`config.mk`:
```
export PLATFORM = sky130hd
export DESIGN_NAME = inorder_retire_buf
export DESIGN_NICKNAME = d
export VERILOG_FILES = /design/src/rtl/irb_pkg.sv /design/src/rtl/irb_ptrs.sv /design/src/rtl/irb_store.sv /design/src/rtl/irb_lookup.sv /design/src/rtl/inorder_retire_buf.sv
export SDC_FILE = /design/constraint.sdc
export NUM_CORES = 2
export LEC_CHECK = 0
export BUFFER_PORTS_ARGS = -buffer_cell sky130_fd_sc_hd__clkbuf_2
export CAP_MARGIN = 20
export CORE_MARGIN = 2
export CORE_UTILIZATION = 50
export CTS_CLUSTER_SIZE = 12
export DETAILED_ROUTE_END_ITERATION = 16
export HOLD_SLACK_MARGIN = 0.03
export PLACE_DENSITY_LB_ADDON = 0.3
export RECOVER_POWER = 100
export SLEW_MARGIN = 20
export SYNTH_ARGS = -nofsm -noshare
export SYNTH_HDL_FRONTEND = slang
export SYNTH_SLANG_ARGS = --single-unit
```
`constraint.sdc`:
```
create_clock -name clk -period 6.9 [get_ports clk]
set_input_delay 0.345 -clock clk [delete_from_list [all_inputs] [get_ports clk]]
set_output_delay 0.345 -clock clk [all_outputs]
set_load 0.005 [all_outputs]
```
`src/rtl/irb_pkg.sv`:
```
package irb_pkg;

  // Outcome of one operand search through the buffer.
  typedef enum logic [1:0] {
    LK_MISS = 2'd0,  // no occupied slot writes the register
    LK_WAIT = 2'd1,  // youngest producer has not finished
    LK_HIT  = 2'd2   // youngest producer holds its result
  } lookup_e;

endpackage

```
`src/rtl/irb_ptrs.sv`:
```
// Ring pointers and occupancy count. DEPTH must be a power of two so that
// pointer arithmetic wraps by truncation.
module irb_ptrs #(
  parameter int DEPTH = 8,
  localparam int IDX_W = $clog2(DEPTH),
  localparam int CNT_W = $clog2(DEPTH + 1)
) (
  input  logic             clk,
  input  logic             rst_n,
  input  logic             do_alloc,
  input  logic             do_commit,
  input  logic             do_flush,
  output logic [IDX_W-1:0] head,
  output logic [IDX_W-1:0] tail,
  output logic [CNT_W-1:0] count,
  output logic             full
);

  always_ff @(posedge clk or negedge rst_n) begin
    if (!rst_n) begin
      head  <= '0;
      tail  <= '0;
      count <= '0;
    end else if (do_flush) begin
      head  <= '0;
      tail  <= '0;
      count <= '0;
    end else begin
      if (do_alloc)  tail <= tail + 1'b1;
      if (do_commit) head <= head + 1'b1;
      count <= count + CNT_W'(do_alloc) - CNT_W'(do_commit);
    end
  end

  assign full = (count == CNT_W'(DEPTH));

endmodule

```
`src/rtl/irb_store.sv`:
```
// Slot array: per-slot state flags plus payload, written by allocation,
// completion ports, retirement and flush.
module irb_store #(
  parameter int DEPTH  = 8,
  parameter int REG_W  = 5,
  parameter int DATA_W = 32,
  parameter int PC_W   = 32,
  parameter int NCMP   = 2,
  localparam int IDX_W = $clog2(DEPTH)
) (
  input  logic                              clk,
  input  logic                              rst_n,
  input  logic                              do_alloc,
  input  logic [IDX_W-1:0]                  tail,
  input  logic [REG_W-1:0]                  alloc_dest,
  input  logic [PC_W-1:0]                   alloc_pc,
  input  logic [NCMP-1:0]                   cmp_valid,
  input  logic [NCMP-1:0][IDX_W-1:0]        cmp_tag,
  input  logic [NCMP-1:0][DATA_W-1:0]       cmp_data,
  input  logic [NCMP-1:0]                   cmp_exc,
  input  logic                              do_commit,
  input  logic [IDX_W-1:0]                  head,
  input  logic                              do_flush,
  output logic [DEPTH-1:0]                  vld,
  output logic [DEPTH-1:0]                  dne,
  output logic [DEPTH-1:0]                  exc,
  output logic [DEPTH-1:0][REG_W-1:0]       dst,
  output logic [DEPTH-1:0][DATA_W-1:0]      dat,
  output logic [DEPTH-1:0][PC_W-1:0]        pcs
);

  for (genvar e = 0; e < DEPTH; e++) begin : g_slot
    logic              v_q, d_q, x_q;
    logic [REG_W-1:0]  dst_q;
    logic [DATA_W-1:0] dat_q;
    logic [PC_W-1:0]   pc_q;
    logic              cmp_here;
    logic [DATA_W-1:0] cmp_d;
    logic              cmp_x;
    logic              alloc_here;
    logic              retire_here;

    // Merge the completion ports aimed at this slot; higher port wins a tie.
    always_comb begin
      cmp_here = 1'b0;
      cmp_d    = dat_q;
      cmp_x    = 1'b0;
      for (int p = 0; p < NCMP; p++) begin
        if (cmp_valid[p] && cmp_tag[p] == IDX_W'(e)) begin
          cmp_here = 1'b1;
          cmp_d    = cmp_data[p];
          cmp_x    = cmp_exc[p];
        end
      end
    end

    assign alloc_here  = do_alloc  && (tail == IDX_W'(e));
    assign retire_here = do_commit && (head == IDX_W'(e));

    always_ff @(posedge clk or negedge rst_n) begin
      if (!rst_n) begin
        v_q <= 1'b0;
        d_q <= 1'b0;
        x_q <= 1'b0;
      end else if (do_flush) begin
        v_q <= 1'b0;
        d_q <= 1'b0;
        x_q <= 1'b0;
      end else if (alloc_here) begin
        v_q <= 1'b1;
        d_q <= 1'b0;
        x_q <= 1'b0;
      end else if (retire_here) begin
        v_q <= 1'b0;
        d_q <= 1'b0;
      end else if (cmp_here && v_q) begin
        d_q <= 1'b1;
        x_q <= cmp_x;
      end
    end

    // Payload carries no reset: it is only read behind the flags.
    always_ff @(posedge clk) begin
      if (alloc_here) begin
        dst_q <= alloc_dest;
        pc_q  <= alloc_pc;
      end
      if (cmp_here && v_q && !do_flush) dat_q <= cmp_d;
    end

    assign vld[e] = v_q;
    assign dne[e] = d_q;
    assign exc[e] = x_q;
    assign dst[e] = dst_q;
    assign dat[e] = dat_q;
    assign pcs[e] = pc_q;
  end

endmodule

```
`src/rtl/irb_lookup.sv`:
```
// One operand search: walk from oldest to youngest so the last match seen
// is the youngest producer.
module irb_lookup
  import irb_pkg::*;
#(
  parameter int DEPTH  = 8,
  parameter int REG_W  = 5,
  parameter int DATA_W = 32,
  localparam int IDX_W = $clog2(DEPTH)
) (
  input  logic [IDX_W-1:0]             head,
  input  logic [DEPTH-1:0]             vld,
  input  logic [DEPTH-1:0]             dne,
  input  logic [DEPTH-1:0][REG_W-1:0]  dst,
  input  logic [DEPTH-1:0][DATA_W-1:0] dat,
  input  logic [REG_W-1:0]             src_reg,
  input  logic [DATA_W-1:0]            rf_data,
  output logic                         hit,
  output logic                         rdy,
  output logic [IDX_W-1:0]             tag,
  output logic [DATA_W-1:0]            value
);

  lookup_e           st;
  logic [DATA_W-1:0] found;
  logic [IDX_W-1:0]  idx;

  always_comb begin
    st    = LK_MISS;
    tag   = '0;
    found = '0;
    idx   = head;
    for (int k = 0; k < DEPTH; k++) begin
      idx = head + IDX_W'(k);
      if (vld[idx] && dst[idx] == src_reg) begin
        tag   = idx;
        found = dat[idx];
        st    = dne[idx] ? LK_HIT : LK_WAIT;
      end
    end
  end

  assign hit   = (st != LK_MISS);
  assign rdy   = (st != LK_WAIT);
  assign value = (st == LK_HIT) ? found : rf_data;

endmodule

```
`src/rtl/inorder_retire_buf.sv`:
```
module inorder_retire_buf #(
  parameter int DEPTH  = 8,    // slots, power of two
  parameter int REG_W  = 5,    // register index width
  parameter int DATA_W = 32,   // result width
  parameter int PC_W   = 32,   // PC width
  parameter int NCMP   = 2,    // completion ports
  parameter int NSRC   = 2,    // operand lookup ports
  localparam int IDX_W = $clog2(DEPTH),
  localparam int CNT_W = $clog2(DEPTH + 1)
) (
  input  logic                   clk,
  input  logic                   rst_n,
  input  logic                   alloc_valid,
  output logic                   alloc_ready,
  input  logic [REG_W-1:0]       alloc_dest,
  input  logic [PC_W-1:0]        alloc_pc,
  output logic [IDX_W-1:0]       alloc_tag,
  input  logic [NCMP-1:0]        cmp_valid,
  input  logic [NCMP*IDX_W-1:0]  cmp_tag,
  input  logic [NCMP*DATA_W-1:0] cmp_data,
  input  logic [NCMP-1:0]        cmp_exc,
  input  logic [NSRC*REG_W-1:0]  src_reg,
  input  logic [NSRC*DATA_W-1:0] src_rf_data,
  output logic [NSRC-1:0]        src_hit,
  output logic [NSRC-1:0]        src_ready,
  output logic [NSRC*IDX_W-1:0]  src_tag,
  output logic [NSRC*DATA_W-1:0] src_value,
  output logic                   commit_valid,
  input  logic                   commit_ready,
  output logic [REG_W-1:0]       commit_dest,
  output logic [DATA_W-1:0]      commit_data,
  output logic                   fault_valid,
  output logic [PC_W-1:0]        fault_pc
);

  logic [IDX_W-1:0]             head, tail;
  logic [CNT_W-1:0]             count;
  logic                         full;
  logic                         do_alloc, do_commit, do_flush;
  logic [DEPTH-1:0]             vld, dne, exc;
  logic [DEPTH-1:0][REG_W-1:0]  dst;
  logic [DEPTH-1:0][DATA_W-1:0] dat;
  logic [DEPTH-1:0][PC_W-1:0]   pcs;

  // Oldest-slot decisions: retire a clean result, or flush on a fault.
  assign commit_valid = vld[head] && dne[head] && !exc[head];
  assign fault_valid  = vld[head] && dne[head] &&  exc[head];
  assign commit_dest  = dst[head];
  assign commit_data  = dat[head];
  assign fault_pc     = pcs[head];

  assign alloc_ready  = !full && !fault_valid;
  assign alloc_tag    = tail;
  assign do_alloc     = alloc_valid && alloc_ready;
  assign do_commit    = commit_valid && commit_ready;
  assign do_flush     = fault_valid;

  irb_ptrs #(.DEPTH(DEPTH)) u_ptrs (
    .clk       (clk),
    .rst_n     (rst_n),
    .do_alloc  (do_alloc),
    .do_commit (do_commit),
    .do_flush  (do_flush),
    .head      (head),
    .tail      (tail),
    .count     (count),
    .full      (full)
  );

  irb_store #(
    .DEPTH(DEPTH), .REG_W(REG_W), .DATA_W(DATA_W), .PC_W(PC_W), .NCMP(NCMP)
  ) u_store (
    .clk        (clk),
    .rst_n      (rst_n),
    .do_alloc   (do_alloc),
    .tail       (tail),
    .alloc_dest (alloc_dest),
    .alloc_pc   (alloc_pc),
    .cmp_valid  (cmp_valid),
    .cmp_tag    (cmp_tag),
    .cmp_data   (cmp_data),
    .cmp_exc    (cmp_exc),
    .do_commit  (do_commit),
    .head       (head),
    .do_flush   (do_flush),
    .vld        (vld),
    .dne        (dne),
    .exc        (exc),
    .dst        (dst),
    .dat        (dat),
    .pcs        (pcs)
  );

  for (genvar s = 0; s < NSRC; s++) begin : g_src
    irb_lookup #(.DEPTH(DEPTH), .REG_W(REG_W), .DATA_W(DATA_W)) u_lk (
      .head    (head),
      .vld     (vld),
      .dne     (dne),
      .dst     (dst),
      .dat     (dat),
      .src_reg (src_reg[s*REG_W +: REG_W]),
      .rf_data (src_rf_data[s*DATA_W +: DATA_W]),
      .hit     (src_hit[s]),
      .rdy     (src_ready[s]),
      .tag     (src_tag[s*IDX_W +: IDX_W]),
      .value   (src_value[s*DATA_W +: DATA_W])
    );
  end

endmodule

```
### Word level (Yosys, flattened, before mapping)

Index checks and enable logic that the tools add are counted.

| word-level totals | value |
|---|---|
| output and inout bits | 149 |
| input port bits | 189 |
| register bits after elaboration | 586 |
| word-level logic and storage cells | 522 |

| operators by class | value |
|---|---|
| mux-type cells | 267 |
| order comparisons | 8 |
| $add $sub $neg | 10 |
| reductions and logical operators | 129 |
| equal/unequal tests | 57 |

Operators by type and width:

| kind | number |
|---|---|
| 32-bit two-way mux | 43 |
| 32-bit binary-select mux with 3-bit select | 9 |
| 1-bit two-way mux | 137 |
| 5-bit binary-select mux with 3-bit select | 8 |
| 5-bit == test | 16 |
| 1-bit logical AND | 70 |
| 3-bit two-way mux | 20 |
| 1-bit binary-select mux with 3-bit select | 17 |
| 3-bit == test, second input constant | 16 |
| 2-bit two-way mux | 24 |
| 3-bit nonzero test | 16 |
| 5-bit two-way mux | 8 |
| 3-bit by 4-bit < comparator with 1-bit output, second input constant | 8 |
| 2-bit AND reduction | 16 |
| 4-bit nonzero test | 8 |
| 3-bit by 2-bit == test with 1-bit output, second input constant | 8 |
| 3-bit by 1-bit inequality test with 1-bit output, second input constant | 8 |
| 2-bit nonzero test | 12 |
| 3-bit adder, second input constant | 4 |
| 3-bit by 1-bit == test with 1-bit output, second input constant | 4 |
| 3-bit zero test | 4 |
| 3-bit by 1-bit adder with 3-bit output, second input constant | 2 |
| 3-bit by 2-bit adder with 3-bit output, second input constant | 2 |
| 4-bit by 1-bit adder with 4-bit output | 1 |
| 6 further kinds | 10 |

### Logic depth before layout (Yosys ltp)

| depth | value |
|---|---|
| depth in word-level cells | 14 |
| depth in mapped cells | 24 |
| gate-level depth less buffers | 14 |

### By module

A second synthesis with hierarchy kept.

| unflattened totals | value |
|---|---|
| cell total of the unflattened synthesis | 4,712 |
| area total of the unflattened synthesis | 56,006.2 um^2 |

Modules (own cells, without submodules):

| module | instances | seq. area each (um^2) | area an instance (um^2) | cells an instance |
|---|---|---|---|---|
| irb_lookup | 2 | 0.0 | 14,904.3 | 1,642 |
| irb_store | 1 | 17,176.5 | 21,277.9 | 1,099 |
| inorder_retire_buf | 1 | 0.0 | 4,380.5 | 281 |
| irb_ptrs | 1 | 250.2 | 539.3 | 48 |

### Worst setup path after synthesis

OpenSTA, ideal clock, no wires.

| timing path | value |
|---|---|
| path kind | register to output |
| start | register u_ptrs.head[1] |
| end | output src_value[60] |
| path slack | 1.324 ns |
| stages on the path, launching flop included | 21 |
| buffers on the path | 11 |
| required time | 6.555 ns |
| arrival time | 5.231 ns |
| cells stage by stage | dfrtp_1 -> buf_2 -> buf_4 -> buf_4 -> inv_1 -> clkbuf_1 -> buf_1 -> ha_1 -> buf_2 -> buf_4 -> buf_4 -> buf_4 -> buf_2 -> buf_1 -> mux4_2 -> mux2_2 -> a221oi_1 -> a21oi_1 -> a2111oi_0 -> nor2_1 -> mux2_1 |

| on the way | value |
|---|---|
| longest elaborated chain between the ends | 14 |
| elaborated cells between the ends (all ways) | 113 |
| those cells by class | add/sub: 7; eq/ne: 9; mux: 89; reduce/logical: 8 |

Ends and longest elaborated chain:

| item | RTL line | text |
|---|---|---|
| from (decl) | irb_ptrs.sv:13 | `output logic [IDX_W-1:0] head,` |
| from (signal assigned) | irb_ptrs.sv:30 | `if (do_commit) head <= head + 1'b1;` |
| 3-bit by 1-bit adder with 3-bit output / 5-bit binary-select mux with 3-bit select (equally long branches) | irb_lookup.sv:34, irb_lookup.sv:35 |  |
| 5-bit binary-select mux with 3-bit select / 5-bit two-way mux (equally long branches) | irb_lookup.sv:35 | `if (vld[idx] && dst[idx] == src_reg) begin` |
| 5-bit two-way mux (implied by the code) / 5-bit == test (equally long branches) | irb_lookup.sv:35 |  |
| 5-bit == test / 1-bit logical AND (equally long branches) | irb_lookup.sv:35 |  |
| 1-bit logical AND / 2-bit two-way mux (equally long branches) | irb_lookup.sv:35 |  |
| 2-bit two-way mux (7 in series) | irb_lookup.sv:35 |  |
| 2-bit == test | irb_lookup.sv:45 | `assign value = (st == LK_HIT) ? found : rf_data;` |
| 32-bit two-way mux (*) | irb_lookup.sv:45 |  |
| to (decl) | inorder_retire_buf.sv:27 | `output logic [NSRC*DATA_W-1:0] src_value,` |

Every way passes the cells marked *; elsewhere a longest branch is shown, timed or not. The select of a mux whose other input is x is not followed.

### Worst setup path after layout

| timing path | value |
|---|---|
| start | register u_ptrs.head[2] |
| end | register u_store.g_slot[7].dat_q[14] (enable) |

| on the way | value |
|---|---|
| longest elaborated chain between the ends | 7 |
| elaborated cells between the ends (all ways) | 11 |
| those cells by class | mux: 6; reduce/logical: 5 |

Ends and longest elaborated chain:

| item | RTL line | text |
|---|---|---|
| 1-bit binary-select mux with 3-bit select | inorder_retire_buf.sv:47 | `assign fault_valid = vld[head] && dne[head] && exc[head];` |
| 1-bit two-way mux (implied by the code) | inorder_retire_buf.sv:47 |  |
| 1-bit logical AND | inorder_retire_buf.sv:47 |  |
| 1-bit logical AND (*) | inorder_retire_buf.sv:47 |  |
| 1-bit zero test (*) | irb_store.sv:88 | `if (cmp_here && v_q && !do_flush) dat_q <= cmp_d;` |
| 1-bit logical AND (*) | irb_store.sv:88 |  |
| 2-bit AND reduction (no source line) (*) | -- |  |
| to (signal assigned) | irb_store.sv:88 |  |
| to (decl) | irb_store.sv:35 | `logic [DATA_W-1:0] dat_q;` |

Marked as above.
A chain may end at the register's enable or synchronous reset.

==> summary.txt <==
Clock tree
  • CTS Buffer Depth: 3
  • H-tree depth: 3
  • Worst skew pair latency: ~0.65 ns
  • Reg clk slew, reported paths: roughly 0.060 ns
  • CTS Buf Count: 68
  • Post-CTS Resized: 0
  • Clock Sinks: 586
  • CTS root buffer: clkbuf_16
  • CTS tree: yes

STA
  • Worst slew pin tran: 3.59 ns
  • Min Tclk post-route: 6.80 ns
  • Slew Viols, Final: 658
  • F_max: 0.147 GHz
  • Tcrit/Tclk final: 98.6%
  • Clock Skews: 0.0494 ns
  • Final Hold Viols: 0
  • Hold_ws: ~0.11 ns
  • Setup TNS: 0 ns
  • Final Setup Violations: 0
  • RSZ-0062 raised after global routing: no
  • Relative slew slack: -139%

Synth
  • Synth Instances: around 3300
  • Synth Cell Area: 0.0418 mm²
  • Share of the synthesized area in the top cell type: 39.7%
  • Fraction of registers with async set/reset: 5.80%
  • Main area contributors after synthesis: edfxtp_1 (40%), mux4_2 (21%), mux2_2 (8.2%), mux2i_1 (5.5%), nand2_1 (4.3%)
  • EDFF count, synth: ~550
  • Syn Nets: approximately 3500
  • Mean Syn Cell Area: 12.6 µm²
  • Synth area leader: edfxtp_1
  • Cell variety after synth: 75
  • Syn. warnings: 0
  • Yosys reg bits: 586
  • Top FF cell, synth: edfxtp_1
  • Sequential share of the synthesized area: 41.7%

Status
  • Status: complete, but fails checks
  • Violated checks: capacitance limit, slew limit

Drt
  • DR iter-0 viols: 4552
  • DRT Pass-1 Iters: 8
  • Post-route ant nets: 0
  • Vias: 33400
  • Vias/cell: 7.09
  • DRC violations left: 0
  • DRT Wirelength: 144 mm
  • Avg WL per Cell: 30.7 µm

Global route
  • Number of global-route vias before repair: 32000
  • Pin count of the biggest net entering global routing: 113
  • GRT overflow: 0
  • Initial antenna violation count: 14
  • All-Layer GR Usage: 33.2%
  • First-pass GRT wire length: 212 mm

Floorplan
  • DIE AREA: 0.0859 mm²
  • Row cnt: 105
  • Die height: a little under 300 µm
  • Die X: approximately 300 µm
  • Initial core utilization: between 50% and 60%
  • I/O pin total: 338
  • Core area: roughly 0.08 mm²

Cells and area
  • Multi-input logic area: about 0.023 mm²
  • Layout area overhead: 12.2%
  • Register area: 0.0174 mm²
  • Layout cells sized above 1: 31.5%
  • Filler cells: 6676
  • Fin nets: 3785

Worst setup path
  • Nature of the critical path endpoint: flip-flop
  • Critical path launch point type: flip-flop
  • Crit path required time: 7.13 ns
  • Peak fanout along the critical path: 54
  • Critical path arrival: roughly 7.0 ns
  • Setup Crit Path Kind: reg2reg

Placed design
  • GP Congestion: 0.994
  • I/O Buffers: 337
  • Detailed placer's ending HPWL: ~95 mm

Power and ir drop
  • Static Leak: 16.5 nW
  • Worst vdd ir: 0.369 mV
  • PD cells: 488 mW/mm²

Min path
  • Hold Crit Class: in2reg

Run
  • Max cap viols: 23
## worst max-delay path, stage by stage (launching register included)
cell and delay (ns):
dfrtp_4 0.97, clkinvlp_2 0.51, buf_4 0.47, mux2i_1 0.28, inv_1 0.16, nand2_1 0.15, nand2b_1 0.14, inv_1 0.08
clkbuf_1 0.62, nor2_1 1.99, clkbuf_2 0.97
## Yosys cell counts (all sizes together) (8+ instances only)
cell type,number
mux2i,228
nor3,25
dfrtp,34
a211o,16
xor2,12
mux2,325
a21o,22
a22oi,17
o21ai,120
o21a,16
o2bb2ai,9
a32o,12
clkbuf,169
a221o,17
mux4,382
o221ai,17
nand2,478
xnor2,69
ha,18
a31oi,24
nand2b,9
buf,128
o22ai,50
o2111ai,10
and3,21
a21oi,108
inv,46
a2111oi,18
a211oi,14
and2,16
o211ai,13
nor2,114
o31ai,14
a221oi,75
a31o,8
nand4,9
nand3,32
edfxtp,552
## through the flow
stage | utilization, % | power (mW) | instances | instance area [µm²] | setup slack (ns)
floorplan | - | 14.5 | 3309 | 41800 | 1.32
global placement | 54.2 | 18.9 | 4538 | 44600 | 1.30
detailed placement | 54.2 | 19.0 | 4538 | 44600 | 1.19
CTS | 57.3 | 22.6 | 4700 | 47200 | 0.539
global route | 56.9 | 23.9 | 4709 | 46900 | 0.0312
finish | 56.9 | 22.9 | 4710 | 46900 | 0.0951
## placed cells by master (no fill, tap or decap), drive strengths merged, types with 18 or more instances in the layout
master / count
inv: 47
mux4: 382
clkinv: 27
nand2: 478
ha: 18
a21oi: 108
clkbuf: 472
xnor2: 69
nor3: 25
mux2i: 228
edfxtp: 552
dlygate4sd3: 39
a221oi: 75
o22ai: 50
buf: 78
nand3: 32
nor2: 114
o21ai: 120
a21o: 22
and3: 21
dfrtp: 34
a2111oi: 18
a31oi: 24
mux2: 325
## repair_timing
| action | 4_1_cts | 5_1_grt |
|---|---|---|
| hold buffers | 39 | 0 |
| setup buffers | 0 | 0 |
| hold endpoints to repair | 332 | 0 |
## cell type report
cell class	instances	share of cell area (%)
Inverter	49	0.395
Multi-Input combinational cell	2377	49.0
Antenna cell	10	0.0534
Sequential cell	586	37.2
Clock inverter	29	0.769
Tap cell	1070	2.86
Timing Repair Buffer	495	5.83
Clock buffer	94	3.91
## where the power goes
group          switching (mW)  total, mW  internal (mW)
Combinational            8.68       14.5           5.82
Clock                    1.55       3.52           1.98
Sequential              0.419       4.84           4.42
## final timing paths
path,from,to,slack (ns),cells past startpoint
max reg2reg,u_ptrs.head[2],u_store.g_slot[7].dat_q[14],0.1,10
min reg2reg,u_store.g_slot[6].x_q,u_store.g_slot[6].x_q,0.57,2
min in group asynchronous,rst_n,u_ptrs.tail[1],0.89,2
max,u_ptrs.head[2],u_store.g_slot[7].dat_q[14],0.1,10
min,cmp_data[0],u_store.g_slot[4].dat_q[0],0.11,2
max in group asynchronous,rst_n,u_ptrs.head[1],4.44,2
## sequential cells by signal, summed over array words and instances (netlist names)
register / flops
u_store.g_slot.d_q: 8
u_store.g_slot.dst_q: 40
u_ptrs.head: 3
u_store.g_slot.dat_q: 256
u_ptrs.tail: 3
u_store.g_slot.v_q: 8
u_ptrs.count: 4
u_store.g_slot.pc_q: 256
u_store.g_slot.x_q: 8
## layer usage
layer / GRT usage [%] / part of all wire [%] / up-vias
met5: 0 / 0.042 / -
met4: 18.7 / 6.3 / 10
met3: 9.44 / 13 / 542
met2: 48.4 / 44 / 2549
met1: 44.6 / 37 / 16500
li1: - / - / 13800
## kinds of logic after synthesis
logic type / count (synthesis) / synth area share (%)
and+or+nand+nor: 735 / 7.39
xor gates and xnor gates: 81 / 1.70
adders and majority gates: 19 / 0.587
DFF: 586 / 41.7
buffers and inverters: 346 / 3.61
muxes: 935 / 34.8
AOI/OAI and AO/OA: 607 / 10.2
No activity file was read; power rests on OpenSTA's default activity.
